[config.mk]
export PLATFORM = sky130hd
export DESIGN_NAME = pla_logic_array
export DESIGN_NICKNAME = d
export VERILOG_FILES = /design/src/rtl/pla_pkg.sv /design/src/rtl/pla_cfg_ctrl.sv /design/src/rtl/pla_and_plane.sv /design/src/rtl/pla_or_plane.sv /design/src/rtl/pla_logic_array.sv
export SDC_FILE = /design/constraint.sdc
export NUM_CORES = 1
export LEC_CHECK = 0
export BUFFER_PORTS_ARGS = -buffer_cell sky130_fd_sc_hd__buf_4
export CAP_MARGIN = 25
export CORE_MARGIN = 1.5
export CORE_UTILIZATION = 55
export CTS_CLUSTER_DIAMETER = 30
export DETAILED_ROUTE_END_ITERATION = 10
export GPL_ROUTABILITY_DRIVEN = 0
export PLACE_DENSITY = 0.74
export SLEW_MARGIN = 10
export SYNTH_ARGS = -nofsm -noshare
export SYNTH_HDL_FRONTEND = slang
export SYNTH_HIERARCHICAL = 1
export SYNTH_SLANG_ARGS = --single-unit
[constraint.sdc]
create_clock -name clk -period 2.35 [get_ports clk]
set_input_delay 0.5875 -clock clk [delete_from_list [all_inputs] [get_ports clk]]
set_output_delay 0.5875 -clock clk [all_outputs]
set_load 0.1 [all_outputs]
[src/rtl/pla_pkg.sv]
package pla_pkg;
  // Width of the row/column index carried by the strobe struct.
  localparam int ROW_W = 8;

  typedef struct packed {
    logic             andWe;  // write one AND-plane row
    logic             orWe;   // write one OR-plane column
    logic [ROW_W-1:0] row;    // which row or column
  } cfgStrobe_t;
endpackage

[src/rtl/pla_cfg_ctrl.sv]
module pla_cfg_ctrl
  import pla_pkg::*;
#(
  parameter int NUM_TERM = 6,
  parameter int NUM_OUT  = 3,
  parameter int ADDR_W   = 4
) (
  input  logic              cfgWe,
  input  logic [ADDR_W-1:0] cfgAddr,
  output cfgStrobe_t        strobe
);
  localparam logic [ADDR_W-1:0] TERM_LIM = ADDR_W'(NUM_TERM);
  localparam logic [ADDR_W-1:0] END_LIM  = ADDR_W'(NUM_TERM + NUM_OUT);

  always_comb begin
    strobe = '0;
    if (cfgWe) begin
      if (cfgAddr < TERM_LIM) begin
        strobe.andWe = 1'b1;
        strobe.row   = ROW_W'(cfgAddr);
      end else if (cfgAddr < END_LIM) begin
        strobe.orWe = 1'b1;
        strobe.row  = ROW_W'(cfgAddr - TERM_LIM);
      end
    end
  end
endmodule

[src/rtl/pla_and_plane.sv]
module pla_and_plane
  import pla_pkg::*;
#(
  parameter int NUM_IN   = 4,
  parameter int NUM_TERM = 6,
  localparam int LIT_W   = 2 * NUM_IN
) (
  input  logic                clk,
  input  logic                rstN,
  input  logic                we,
  input  logic [ROW_W-1:0]    row,
  input  logic [LIT_W-1:0]    cfgData,
  input  logic [NUM_IN-1:0]   dataIn,
  output logic [NUM_TERM-1:0] termVec
);
  logic [LIT_W-1:0] literals;
  logic [LIT_W-1:0] andRow [NUM_TERM];

  for (genvar i = 0; i < NUM_IN; i++) begin : g_lit
    assign literals[2*i]   = dataIn[i];
    assign literals[2*i+1] = ~dataIn[i];
  end

  for (genvar t = 0; t < NUM_TERM; t++) begin : g_term
    always_ff @(posedge clk or negedge rstN) begin
      if (!rstN)
        andRow[t] <= '0;
      else if (we && row == ROW_W'(t))
        andRow[t] <= cfgData;
    end
    // unselected literals are forced to 1 so they do not affect the AND
    assign termVec[t] = &(literals | ~andRow[t]);
  end
endmodule

[src/rtl/pla_or_plane.sv]
module pla_or_plane
  import pla_pkg::*;
#(
  parameter int NUM_TERM = 6,
  parameter int NUM_OUT  = 3
) (
  input  logic                clk,
  input  logic                rstN,
  input  logic                we,
  input  logic [ROW_W-1:0]    row,
  input  logic [NUM_TERM-1:0] cfgData,
  input  logic [NUM_TERM-1:0] termVec,
  output logic [NUM_OUT-1:0]  dataOut
);
  logic [NUM_TERM-1:0] orCol [NUM_OUT];

  for (genvar o = 0; o < NUM_OUT; o++) begin : g_out
    always_ff @(posedge clk or negedge rstN) begin
      if (!rstN)
        orCol[o] <= '0;
      else if (we && row == ROW_W'(o))
        orCol[o] <= cfgData;
    end
    assign dataOut[o] = |(orCol[o] & termVec);
  end
endmodule

[src/rtl/pla_logic_array.sv]
module pla_logic_array
  import pla_pkg::*;
#(
  parameter int  NUM_IN   = 4,
  parameter int  NUM_OUT  = 3,
  parameter int  NUM_TERM = 6,
  localparam int LIT_W    = 2 * NUM_IN,
  localparam int DATA_W   = (LIT_W > NUM_TERM) ? LIT_W : NUM_TERM,
  localparam int ADDR_W   = $clog2(NUM_TERM + NUM_OUT + 1)
) (
  input  logic               clk,
  input  logic               rstN,
  input  logic               cfgWe,
  input  logic [ADDR_W-1:0]  cfgAddr,
  input  logic [DATA_W-1:0]  cfgData,
  input  logic [NUM_IN-1:0]  dataIn,
  output logic [NUM_OUT-1:0] dataOut
);
  cfgStrobe_t          strobe;
  logic [NUM_TERM-1:0] termVec;

  pla_cfg_ctrl #(.NUM_TERM(NUM_TERM), .NUM_OUT(NUM_OUT), .ADDR_W(ADDR_W)) ctrl_i (
    .cfgWe  (cfgWe),
    .cfgAddr(cfgAddr),
    .strobe (strobe)
  );

  pla_and_plane #(.NUM_IN(NUM_IN), .NUM_TERM(NUM_TERM)) and_i (
    .clk    (clk),
    .rstN   (rstN),
    .we     (strobe.andWe),
    .row    (strobe.row),
    .cfgData(cfgData[LIT_W-1:0]),
    .dataIn (dataIn),
    .termVec(termVec)
  );

  pla_or_plane #(.NUM_TERM(NUM_TERM), .NUM_OUT(NUM_OUT)) or_i (
    .clk    (clk),
    .rstN   (rstN),
    .we     (strobe.orWe),
    .row    (strobe.row),
    .cfgData(cfgData[NUM_TERM-1:0]),
    .termVec(termVec),
    .dataOut(dataOut)
  );
endmodule

=== Yosys cells after proc, flatten, opt, wreduce, memory -nomap -nowiden ===
Index checks and enable logic that the tools add are counted.

* Logic and storage cells: 60
* Register bits after elaboration: 66

* Equal/unequal tests: 5
* Mux-type cells: 5
* Order comparisons: 2
* Bitwise operators: 19
* Add/sub/neg operators: 1
* Reductions and logical operators: 19

{| class="wikitable"
|+ Operators by type and width
! cell !! count
|-
| 8-bit inverter || 6
|-
| 8-bit bitwise OR || 6
|-
| 8-bit AND reduction || 6
|-
| 6-bit bitwise AND || 3
|-
| 6-bit OR reduction || 3
|-
| 8-bit by 2-bit == test with 1-bit output (second input constant) || 2
|-
| 8-bit by 3-bit == test with 1-bit output (second input constant) || 2
|-
| 10-bit 2-to-1 mux || 1
|-
| 1-bit logical AND || 9
|-
| 9-bit 2-to-1 mux || 1
|-
| 8-bit by 1-bit == test with 1-bit output (second input constant) || 1
|-
| 8-bit logical NOT || 1
|-
| 8-bit 2-to-1 mux || 1
|-
| 4-bit by 3-bit subtractor with 5-bit output (second input constant) || 1
|-
| 4-bit by 3-bit < comparator with 1-bit output (second input constant) || 1
|-
| 4-bit < comparator (second input constant) || 1
|-
| 1-bit inverter || 4
|-
| 1-bit 2-to-1 mux || 2
|}

=== Depth between registers and ports, before layout ===
* Depth after elaboration: 6
* Gate-level depth with buffers: 11

=== By module ===
Netlist, hierarchy kept.

{| class="wikitable"
|+ Modules (own cells, without submodules)
! module !! area an instance (um^2) !! cells each !! sequential area each (um^2) !! instances
|-
| pla_and_plane || 2172.1 || 141 || 1201.2 || 1
|-
| pla_or_plane || 808.3 || 55 || 450.4 || 1
|-
| pla_cfg_ctrl || 185.2 || 26 || 0.0 || 1
|}

=== Least setup slack after synthesis ===
No wires, ideal clock.

* Kind: input -> register
* Start point: input cfgAddr[1]
* End point: register or_i/orCol[12] in the netlist's numbering
* Stages: 11
* Setup slack: -0.567 ns
* Arrival time: 2.792 ns
* Data required time: 2.225 ns
* Path through: ha_1 -> inv_1 -> ha_1 -> clkbuf_1 -> nand2b_1 -> a211oi_1 -> buf_4 -> nor4_1 -> and3b_2 -> buf_4 -> mux2_2

{| class="wikitable"
|+ RTL lines
! item !! RTL line !! text
|-
| start, declared || pla_logic_array.sv:14 || <nowiki>input logic [ADDR_W-1:0] cfgAddr,</nowiki>
|-
| end signal, assigned by index || pla_or_plane.sv:22 || <nowiki>orCol[o] <= cfgData;</nowiki>
|-
| end, declared || pla_or_plane.sv:15 || <nowiki>logic [NUM_TERM-1:0] orCol [NUM_OUT];</nowiki>
|}

=== Worst setup path in the final report ===
* Start point: input dataIn[2]
* End point: output dataOut[1]

* Cells in the longest elaborated chain, start to end: 5

{| class="wikitable"
|+ RTL lines
! item !! RTL line !! text
|-
| start, declared || pla_logic_array.sv:16 || <nowiki>input logic [NUM_IN-1:0] dataIn,</nowiki>
|-
| 1-bit inverter || pla_and_plane.sv:21 || <nowiki>assign literals[2*i+1] = ~dataIn[i];</nowiki>
|-
| 8-bit bitwise OR (*) || pla_and_plane.sv:32 || <nowiki>assign termVec[t] = &(literals | ~andRow[t]);</nowiki>
|-
| 8-bit AND reduction (*) || pla_and_plane.sv:32 ||
|-
| named net termVec[1] || pla_logic_array.sv:20 || <nowiki>logic [NUM_TERM-1:0] termVec;</nowiki>
|-
| 6-bit bitwise AND (*) || pla_or_plane.sv:24 || <nowiki>assign dataOut[o] = |(orCol[o] & termVec);</nowiki>
|-
| 6-bit OR reduction (*) || pla_or_plane.sv:24 ||
|-
| end, declared || pla_logic_array.sv:17 || <nowiki>output logic [NUM_OUT-1:0] dataOut</nowiki>
|}

Mark *: on every way through the listed nets, which the timed path passes. The rest lies on a longest branch.

==> impl_results.md <==
- Net Sw Frac: 33.1%
- Simple-gate portion of the synthesized area: 9.88%
- Ports placed on the boundary: 22
- R2r worst-path depth: 1
- Setup CP Type: input pin to output port
- Global-route wire length before repair: 10,800 um
- Num Clock Sinks: 66
- Core occupancy in the finished layout: 73.1%
- # rows: 27
- Number of hold violations in the final report: 0
- Hpwl dp: 4440 um
- Clock group share of total power: 23.2%
- Power density normalized to cell area: 913 nW/um2
- Count of cell instances traversed by the critical path: 6
- Worst setup slack for register-to-register paths: 1.56 ns
- Adder-cell share of the synthesized area: 0.791%
- Area of the multi-input gates: 1690 um2
- Floorplan die height: 78.9 um
- Skew final: 0 ns
- Internal Pwr Total: 0.00247 W
- Remaining antenna violation count: 0
- Final period utilization: 98.5%
- Switching power: 0.00122 W
- Global Route met2 Usage: 38.9%
- Minimum setup slack in the final design: 0.0362 ns
- Transition time of the tightest slew-check pin: 0.424 ns
- Busiest layer in global routing: met2
- Initial core utilization: 57.1%
- Non-Filler Instances: 348
- Sequential cell area: 1650 um2
- Worst reg2reg path endpoint: or_i/orCol[15]
- Largest family of logic cells by synthesized area: multiplexers
- Number of standard cells after synthesis: 222
- Count of state elements after synthesis: 66
- Post-synthesis to final-layout area growth: 27.9%
- Area fraction in compound gates after synthesis: 3.60%
- Sum of overflow across all layers after global routing: 0
- Final routed wirelength across all metal layers: 6660 um
- Leakage power summed over all cells: 1.95 nW
- Post-synthesis xor/xnor area fraction: 0.277%
- Met3 track demand over resource in global routing: 6.90%
- CP arrival: 1.73 ns
- Crit path buf inv count: 2
- Highest clock frequency the design can meet: 0.432 GHz
- Post-Synthesis Mean Instance Area: 14.3 um2
- Largest delay contributor family on the critical path: simple AND/OR/NAND/NOR gates
- Cell area after synthesis: 3170 um2
- Number of buffers added to fix hold violations after cts: 0
- Layout cell share with drive strength beyond 1: 60.5%
- Number of library cell types mapped by synthesis: 32
- Combinational cell fraction of total power: 34.6%
- Fin. max-slew vios: 0
- Synth warn: 6
- Final hold slack: 0.236 ns
- Count of buffers from port buffering: 21
- Vias post-DR: 2,003
- All-Layer GR Usage: 24.0%
- Count of fill cells added during filler insertion: 364
- Total inserted antenna cells: 0
- Maximum cell stage delay along the critical path: 0.29 ns
- IR drop worst, VDD: 760 uV
- Setup Slack @ Placement: -0.593 ns
- Share of total power in sequential cells: 42.2%
- Required arrival time at the worst endpoint: 1.76 ns
- Worst setup path startpoint: dataIn[2]
- Maximum number of pins on one net before global-route repair: 67
- CTS tree: yes
- Met1 usage in global routing: 31.4%
- Multiplexer share of the synthesized area: 31.4%
- Total nets after synthesis: 243
- Clock edge transition at the registers on the reported setup and hold paths: 0.07 ns
- Start of the worst register-to-register path: or_i/orCol[15]
- Highest-count cells in the layout ignoring fill and taps: dfrtp_1, mux2_2, buf_4
- Max-slew headroom at the worst pin: 71.6%
- Inserted Clock Buffers: 9
- Die area: 6220 um2
- Unrepaired setup endpoints after global routing: true
- Insertion delay to the later sink of the worst-skew pair: 0.34 ns
- Critical-path cell with the highest stage delay: and4_2
- Final critical-path required period: 2.31 ns
- Post-detailed-route via-to-cell ratio: 5.76
- Class of the worst hold path: input pin to async pin
- Longest Clk Path Bufs: 2
- Number of global-route vias before repair: 2,085
- Initial antenna violation count: 0
- Initial drt markers: 78
- Setup violations, final: 0
- CP Capture Type: output port
- DRT Pass-1 Iters: 4
- Die width: 78.9 um
- Critical Path, Cell by Cell: buf_4 -> mux2i_1 -> and4_2 -> a22oi_1 -> nand3_4 -> buf_8
- Final routed wire length divided by cell count: 19.1 um
- Leading cell type in the layout, fill and taps excluded: dfrtp_1
- Worst setup endpoint: dataOut[1]
- Core ar.: 5540 um2
- Post-route DRC violation count: 0
- Peak fanout along the critical path: 6
- Number of nets in the finished design: 294
- Maximum capacitance violations: 0
- Outcome: complete, no violations
- Placed cell count: 330
- CTS H-tree lvls: 3
- Setup TNS: 0 ns
- Sequential share of the synthesized area: 52.2%
- Startpoint types: input pin
- Root buffer cell: clkbuf_8
==> per-layer routing <==
layer	up-vias	share of wire [%]	routed length, um
met2	33	48	3230
met3	12	3.6	237
met5	-	0	0
met1	1023	46	3080
li1	935	-	-
met4	0	1.7	110
==> timing repair <==
| item | 4_1_cts | 5_1_grt |
|---|---|---|
| cloned | 0 | 0 |
| endpoints found under the setup margin | 63 | 55 |
| pin swaps | 4 | 6 |
| setup buffers | 4 | 2 |
| resized for setup | 14 | 21 |
==> worst min-delay path by stage <==
stage	startpoint	endpoint	slack, ns
final	rstN	or_i/orCol[4]	0.24
after global routing	rstN	or_i/orCol[4]	0.25
after CTS	rstN	or_i/orCol[4]	0.24
after detailed placement	and_i/andRow[22]	and_i/andRow[22]	0.49
after global placement	and_i/andRow[9]	and_i/andRow[9]	0.49
after floorplan	rstN	and_i/andRow[0]	0.29
==> cells in the mapped netlist <==
cell type | instances | area, um2
mux2i_1 | 25 | 250
ha_1 | 2 | 25.0
a22oi_1 | 9 | 67.6
nand2b_1 | 1 | 6.26
nor4_4 | 1 | 21.3
buf_1 | 2 | 7.51
nand3_1 | 4 | 20.0
a311oi_1 | 1 | 8.76
nor2b_1 | 5 | 31.3
nand3_2 | 2 | 20.0
or3_4 | 1 | 11.3
o311a_1 | 1 | 10.0
mux2_2 | 66 | 743
nand2_1 | 2 | 7.51
nor2_1 | 3 | 11.3
nor4_1 | 1 | 6.26
xnor2_1 | 1 | 8.76
buf_4 | 4 | 30.0
and4_1 | 6 | 52.6
a21oi_1 | 1 | 5.00
a2111oi_2 | 1 | 15.0
and3b_2 | 1 | 10.0
clkbuf_1 | 3 | 11.3
inv_1 | 3 | 11.3
dfrtp_1 | 66 | 1650
a211oi_1 | 1 | 7.51
nor4b_4 | 1 | 23.8
nor3b_2 | 1 | 12.5
nand4_2 | 3 | 37.5
and2_1 | 1 | 6.26
nor3_1 | 1 | 5.00
nand4b_2 | 2 | 30.0
==> cells by family (layout without fill, tap and decap cells) <==
logic type / after synthesis / after routing
AND/OR/NAND/NOR: 36 / 36
AO/OA/AOI/OAI: 14 / 14
buffers and inverters: 12 / 66
adder cells (fa/ha/maj): 2 / 2
XOR/XNOR: 1 / 1
flip-flops: 66 / 66
multiplexers: 91 / 91
==> state kept, by name, summed over array words and instances (netlist names) <==
signal        cells
and_i/andRow     48
or_i/orCol       18
==> metrics by stage <==
stage               total power [W]  instance area, um2
global placement            0.00263                3700
global route                0.00388                4050
floorplan                   0.00237                3320
detailed placement          0.00267                3700
finish                      0.00370                4050
CTS                         0.00362                3970
==> final cells by class <==
cell class,instances,share of cell area [%]
tap,72,2.22
multi-input combinational,144,41.8
clock inverter,2,0.309
timing repair buffer,49,10.5
sequential,66,40.8
inverter,3,0.278
clock buffer,12,4.08
==> power groups by stage <==
stage	Clock (W)	Combinational, W	Sequential [W]
finish	0.000858	0.00128	0.00156
floorplan	0	0.000847	0.00153
CTS	0.000885	0.00119	0.00155
global placement	0	0.00108	0.00155
global route	0.000933	0.00135	0.00159
detailed placement	0	0.00110	0.00157
No activity file was read; power rests on OpenSTA's default activity.
